==> src/rtl/rsu_pkg.sv <==
package rsu_pkg;

   localparam int FLAG_W = 8;
   localparam int OP_W   = 3;

   // condition byte bit positions
   localparam int FB_SIGN   = 7;
   localparam int FB_ZERO   = 6;
   localparam int FB_SPARE5 = 5;
   localparam int FB_HALF   = 4;
   localparam int FB_SPARE3 = 3;
   localparam int FB_PARITY = 2;
   localparam int FB_SUB    = 1;
   localparam int FB_CARRY  = 0;

   localparam logic [FLAG_W-1:0] MASK_SPARE = (8'd1 << FB_SPARE5) | (8'd1 << FB_SPARE3);
   localparam logic [FLAG_W-1:0] MASK_ACC_KEEP =
      ~((8'd1 << FB_HALF) | (8'd1 << FB_SUB) | (8'd1 << FB_CARRY));

   typedef enum logic [OP_W-1:0] {
      OP_ROL_CIRC  = 3'd0,
      OP_ROR_CIRC  = 3'd1,
      OP_ROL_THRU  = 3'd2,
      OP_ROR_THRU  = 3'd3,
      OP_SHL_ZERO  = 3'd4,
      OP_SHL_ONE   = 3'd5,
      OP_SHR_SIGN  = 3'd6,
      OP_SHR_ZERO  = 3'd7
   } rsu_op_e;

endpackage

==> src/rtl/rsu_shift_core.sv <==
module rsu_shift_core
   import rsu_pkg::*;
#(
   parameter int DATA_W = 8
) (
   input  logic [DATA_W-1:0] din,
   input  logic [OP_W-1:0]   op,
   input  logic              carry_in,
   output logic [DATA_W-1:0] dout,
   output logic              carry_out
);

   localparam int BODY_W = DATA_W - 1;

   logic [BODY_W-1:0] left_body;
   logic [BODY_W-1:0] right_body;
   logic              go_left;
   logic              fill_bit;
   rsu_op_e           op_e;

   assign op_e = rsu_op_e'(op);

   // bodies of the shifted word, one wire per bit position
   for (genvar i = 0; i < BODY_W; i++) begin : g_body
      assign left_body[i]  = din[i];
      assign right_body[i] = din[i+1];
   end

   always_comb begin
      go_left  = 1'b0;
      fill_bit = 1'b0;
      unique case (op_e)
         OP_ROL_CIRC: begin go_left = 1'b1; fill_bit = din[DATA_W-1]; end
         OP_ROR_CIRC: begin go_left = 1'b0; fill_bit = din[0];        end
         OP_ROL_THRU: begin go_left = 1'b1; fill_bit = carry_in;      end
         OP_ROR_THRU: begin go_left = 1'b0; fill_bit = carry_in;      end
         OP_SHL_ZERO: begin go_left = 1'b1; fill_bit = 1'b0;          end
         OP_SHL_ONE:  begin go_left = 1'b1; fill_bit = 1'b1;          end
         OP_SHR_SIGN: begin go_left = 1'b0; fill_bit = din[DATA_W-1]; end
         OP_SHR_ZERO: begin go_left = 1'b0; fill_bit = 1'b0;          end
         default:     begin go_left = 1'b0; fill_bit = 1'b0;          end
      endcase
   end

   assign dout      = go_left ? {left_body, fill_bit} : {fill_bit, right_body};
   assign carry_out = go_left ? din[DATA_W-1] : din[0];

endmodule

==> src/rtl/rsu_flag_merge.sv <==
module rsu_flag_merge
   import rsu_pkg::*;
#(
   parameter int DATA_W = 8
) (
   input  logic [DATA_W-1:0] res,
   input  logic              carry,
   input  logic              acc_form,
   input  logic [FLAG_W-1:0] flags_in,
   output logic [FLAG_W-1:0] flags_new
);

   logic [FLAG_W-1:0] full_flags;
   logic [FLAG_W-1:0] acc_flags;

   always_comb begin
      full_flags            = flags_in & MASK_SPARE;
      full_flags[FB_SIGN]   = res[DATA_W-1];
      full_flags[FB_ZERO]   = (res == '0);
      full_flags[FB_PARITY] = ~(^res);
      full_flags[FB_CARRY]  = carry;
   end

   always_comb begin
      acc_flags           = flags_in & MASK_ACC_KEEP;
      acc_flags[FB_CARRY] = carry;
   end

   assign flags_new = acc_form ? acc_flags : full_flags;

endmodule

==> src/rtl/byte_rotshift_unit.sv <==
module byte_rotshift_unit
   import rsu_pkg::*;
#(
   parameter int DATA_W = 8
) (
   input  logic              clk,
   input  logic              rst_n,
   input  logic              start,
   input  logic [2:0]        op_sel,
   input  logic              acc_form,
   input  logic [DATA_W-1:0] operand,
   input  logic [7:0]        flags_in,
   output logic [DATA_W-1:0] result,
   output logic [7:0]        flags_out
);

   if (DATA_W < 2) begin : g_bad_width
      $error("byte_rotshift_unit: DATA_W must be at least 2");
   end
   if (FLAG_W != 8) begin : g_bad_flag_w
      $error("byte_rotshift_unit: condition byte must be 8 bits");
   end

   logic [DATA_W-1:0] res_d;
   logic              carry_d;
   logic [FLAG_W-1:0] flags_d;

   rsu_shift_core #(.DATA_W(DATA_W)) u_core (
      .din       (operand),
      .op        (op_sel),
      .carry_in  (flags_in[FB_CARRY]),
      .dout      (res_d),
      .carry_out (carry_d)
   );

   rsu_flag_merge #(.DATA_W(DATA_W)) u_flags (
      .res       (res_d),
      .carry     (carry_d),
      .acc_form  (acc_form),
      .flags_in  (flags_in),
      .flags_new (flags_d)
   );

   always_ff @(posedge clk or negedge rst_n) begin
      if (!rst_n) begin
         result    <= '0;
         flags_out <= '0;
      end else if (start) begin
         result    <= res_d;
         flags_out <= flags_d;
      end
   end

endmodule

==> config.mk <==
export PLATFORM = sky130hd
export DESIGN_NAME = byte_rotshift_unit
export DESIGN_NICKNAME = d
export VERILOG_FILES = /design/src/rtl/rsu_pkg.sv /design/src/rtl/rsu_shift_core.sv /design/src/rtl/rsu_flag_merge.sv /design/src/rtl/byte_rotshift_unit.sv
export SDC_FILE = /design/constraint.sdc
export NUM_CORES = 1
export LEC_CHECK = 0
export BUFFER_PORTS_ARGS = -buffer_cell sky130_fd_sc_hd__buf_2
export CORE_AREA = 2 2 50 43
export CTS_BUF_LIST = sky130_fd_sc_hd__clkbuf_4 sky130_fd_sc_hd__clkbuf_8 sky130_fd_sc_hd__clkbuf_16
export CTS_CLUSTER_DIAMETER = 60
export CTS_CLUSTER_SIZE = 8
export DETAILED_ROUTE_END_ITERATION = 10
export DIE_AREA = 0 0 52 45
export PLACE_DENSITY = 0.83
export SYNTH_ARGS = -nofsm -noshare
export SYNTH_HDL_FRONTEND = slang
export SYNTH_SLANG_ARGS = --single-unit
==> constraint.sdc <==
create_clock -name clk -period 1.29 [get_ports clk]
set_clock_uncertainty 0.15 [all_clocks]
set_input_delay 0.0645 -clock clk [delete_from_list [all_inputs] [get_ports clk]]
set_output_delay 0.0645 -clock clk [all_outputs]
set_load 0.1 [all_outputs]
Word-level counts from Yosys, hierarchy flattened --
Cells that the tools add are included.
Storage, ports and cells: input port bits 23, bits in registers 16, word-level logic and storage cells 23
Operators by class: bitwise operators 1, reduce and logical (&&, ||, !) cells 8, mux-type cells 5, equal/unequal tests 7
Operators with widths (number):
- 2-to-1 mux 8 bit | 2
- == test 3 bit (second input constant) | 4
- logical NOT 8 bit | 1
- OR reduction 4 bit | 2
- parity 8 bit | 1
- == test 3 x 2 -> 1 bit (second input constant) | 2
- OR reduction 2 bit | 3
- one-hot mux 1 bit (5 select lines) | 1
- == test 3 x 1 -> 1 bit (second input constant) | 1
- logical NOT 3 bit | 1
- one-hot mux 1 bit (2 select lines) | 1
- 2-to-1 mux 1 bit | 1
- NOT 1 bit | 1

Longest topological paths before layout --
depth in word-level cells 7, gate-level depth with buffers 8, gate-level depth less buffers 7

Modules after synthesis --
A second synthesis with hierarchy kept.
Unflattened totals: cell total of the unflattened synthesis 82, area total of the unflattened synthesis 1009.7 um^2
By module, submodules not included:
- byte_rotshift_unit | cells each 34, seq. area each 400.4 um^2, times used 1, area each 649.4 um^2
- rsu_flag_merge | cells each 28, seq. area each 0.0 um^2, times used 1, area each 180.2 um^2
- rsu_shift_core | cells each 20, seq. area each 0.0 um^2, times used 1, area each 180.2 um^2

Least setup slack after synthesis --
No wires, ideal clock.
path type in2reg, start input op_sel[2], end register flags_out[2], arrival time 1.563 ns, stages 8, slack -0.552 ns, data required time 1.010 ns, setup time 0.130 ns, cell sequence buf_6 > nor3b_1 > or3_4 > or2_1 > ha_1 > xor2_1 > xnor2_1 > o21ai_0
Between the ends: longest elaborated chain between the ends 7, elaborated cells on any way between the ends 19, classes of those cells 7 x eq/ne; 4 x mux; 1 x bitwise; 7 x reduce/logical
Ends and longest elaborated chain:
- start, declared | RTL line byte_rotshift_unit.sv:9 | input logic [2:0] op_sel,
- == test 3 bit (tied with other cells) | RTL line rsu_shift_core.sv:32 | unique case (op_e)
- OR reduction 2 bit (no line) / OR reduction 4 bit (equally long branches)
- one-hot mux 1 bit (5 select lines) / one-hot mux 1 bit (2 select lines) (equally long branches) | RTL line rsu_shift_core.sv:32
- 2-to-1 mux 8 bit * | RTL line rsu_shift_core.sv:45 | assign dout = go_left ? {left_body, fill_bit} : {fill_bit, right_body};
- parity 8 bit * | RTL line rsu_flag_merge.sv:20 | full_flags[FB_PARITY] = ~(^res);
- NOT 1 bit * | RTL line rsu_flag_merge.sv:20
- 2-to-1 mux 8 bit * | RTL line rsu_flag_merge.sv:29 | assign flags_new = acc_form ? acc_flags : full_flags;
- end signal, assigned | RTL line byte_rotshift_unit.sv:50 | flags_out <= flags_d;
- end, declared | RTL line byte_rotshift_unit.sv:14 | output logic [7:0] flags_out
Mark *: on every way between the ends. The rest lies on a longest branch, timed or not. A chain may end at the register's enable or synchronous reset.

Worst setup path after layout --
Ends and elaborated chain as after synthesis.

==> results.md <==
* WP data required at 1.31 ns
* Wire per inst at 18.2 µm
* Final worst path period share at 125%
* Final HPWL DP at 1760 µm
* Maximum VDD drop at 1450 µV
* CTS HTree Levels at 1
* Synth cell types at 34
* Cell Rows at 14
* FF-to-FF path depth at 1
* Max Slew Vio Count at 0
* Primary FF master, synth: dfrtp_1
* Status: finished, violations left
* IO Pins at 39
* ANT nets after route at 0
* Area contributors post-synth: dfrtp_1, mux2i_1, a21oi_1
* CP max FO at 6
* Register area share after synthesis at 40.8%
* Final WS setup at -0.316 ns
* DRT iter0 DRCs at 45
* Syn. warnings at 0
* Starting density of the core at 47.6%
* Critical path buffers and inverters at 1
* Vias in the first global route at 873
* Final instance area at 1610 µm²
* Flop-to-flop setup slack at 0.34 ns
* Vias per cell at 5.46
* Total CTS buffers at 3
* Synth Register Bits at 14
* CP arrival at 1.63 ns
* Crit end category: flip-flop
* Clk sinks at 14
* Fin. Hold Viols at 0
* Post-layout nets at 170
* Syn Inst Count at 84
* Total power at 2.00 mW
* Deepest clock path buffer count at 2
* Crit-path slowest cell: or3_4
* Width of the die at 52 µm
* Total wire length at 3030 µm
* Skew-Pair Late Insertion Delay at 0.28 ns
* Max Cap Viol at 0
* TritonCTS clock tree: built
* Synth area leader: dfrtp_1
* Top cell type's share of synthesized area at 40.8%
* # diodes at 0
* Total die area at 2340 µm²
* Vert. Die Dim at 45 µm
* Gr usage total at 23.3%
* Crit path cell chain: buf_12, nor3b_1, or3_4, or2_4, ha_4, xor2_2, xnor2_1, o21ai_1
* Post-route DRC at 0
* Unrepaired setup endpoints after global routing: true
* Commonest non-fill, non-tap cell in the layout: buf_4
* Setup violations, final at 2
* Cell Pwr Density at 1240 nW/µm²
* Worst Setup Path Type: input port to flip-flop
* Area Overhead vs Synth at 87.2%
* Leakage power at 0.720 nW
* Largest net degree at the start of global routing at 15
* DR pass1 iterations at 4
* Post-placement cell area at 1320 µm²
* # port buffers at 34
* Initial antenna violation count at 0
* Mean area per synthesized cell at 10.2 µm²
* Fin crit period at 1.61 ns
* Max incr delay on CP at 0.37 ns
* Vias at 907
* Failing checks: setup timing
* Routability Congestion at 0.766
* Reg-to-reg critical path startpoint: flags_out[5]
* Core area at 1800 µm²
* Worst r2r dst: flags_out[5]
* Startpoint Class: input port
* Path type of the worst min-delay path: input port to flip-flop
* Layout cells sized above 1 at 62.7%
* Hold path depth at 2
* Root Buffer Master: clkbuf_4
* Sink of the worst hold path: flags_out[6]
* Asr flop ratio synth at 100%
* Hold_sp: start
* Cell family with most CP delay: simple AND/OR/NAND/NOR gates
* Reg clk slew, reported paths at 0.09 ns
* Fmax at 623 MHz
* EDFF count, synth at 0
* First-pass GRT wire length at 3860 µm
* Area of the mapped netlist at 858 µm²
* GRT overflow at 0
* Commonest non-fill, non-tap cells in the layout: buf_4, buf_2, buf_12
* CP Depth at 8
==> power breakdown <==
part / total, mW / internal [mW] / switching, mW
Sequential: 0.560 / 0.503 / 0.0575
Clock: 0.324 / 0.172 / 0.152
Combinational: 1.11 / 0.432 / 0.682
Total: 2.00 / 1.11 / 0.892
==> cell usage after synthesis, types with 2 or more instances <==
library cell / instances
nand2_1: 6
ha_1: 4
and3_1: 2
mux2i_1: 7
xnor2_1: 2
buf_4: 2
a21oi_1: 10
mux2_2: 3
dfrtp_1: 14
buf_2: 3
nor2_1: 8
==> cells by family (layout without fill, tap and decap cells) <==
logic type      count (synthesis)  after routing  synth area share [%]
xor+xnor                        3              3                  3.06
simple gates                   24             24                  14.3
other cells                     1              2                 0.437
compound gates                 18             18                  13.4
flops                          14             14                  40.8
buf+inv                         8             65                  5.68
fa+ha+maj                       4              4                  5.83
mux                            12             12                  16.5
==> state kept, by name, indices dropped and copies added, names as in the netlist <==
name       flops
flags_out      6
result         8
==> final cells by class <==
class | count | area [µm²]
multi-input cells | 63 | 576
flip-flops and latches | 14 | 365
fillers | 76 | 198
clock buffers | 4 | 36.3
inverters | 1 | 3.75
repair buffers | 60 | 596
well taps | 24 | 30.0
==> metal layers <==
layer	routed length (µm)	global-route usage, %
met1	1150	26.4
met2	1640	42.3
met3	209	7.95
met4	23	5.79
met5	0	0
==> what timing repair did <==
action	CTS	global route
hold endpoints to repair	19	0
pin swaps	5	7
resized for setup	9	21
setup buffers	1	2
endpoints found under the setup margin	2	5
hold buffers	7	0
==> worst max-delay path by stage <==
stage          startpoint      endpoint
4_1_cts         op_sel[2]  flags_out[2]
5_1_grt         op_sel[2]  flags_out[2]
3_5_place_dp    op_sel[1]  flags_out[2]
3_3_place_gp    op_sel[2]  flags_out[2]
2_1_floorplan   op_sel[2]  flags_out[2]
6_report        op_sel[2]  flags_out[2]
==> per-stage QoR <==
step | hold WS, ns | TNS (ns) | setup WS [ns] | instances | utilization, %
final | 0.0356 | -0.423 | -0.316 | 166 | 89.0
after global routing | 0.0462 | -0.486 | -0.338 | 166 | 89.0
after CTS | 0.0387 | -0.391 | -0.287 | 164 | 81.8
after detailed placement | -0.173 | -2.33 | -0.702 | 152 | 73.0
after global placement | -0.182 | -1.67 | -0.581 | 152 | 73.0
after floorplan | -0.381 | -0.821 | -0.519 | 85 | -
Note: power is estimated with default switching activity, not from simulation.
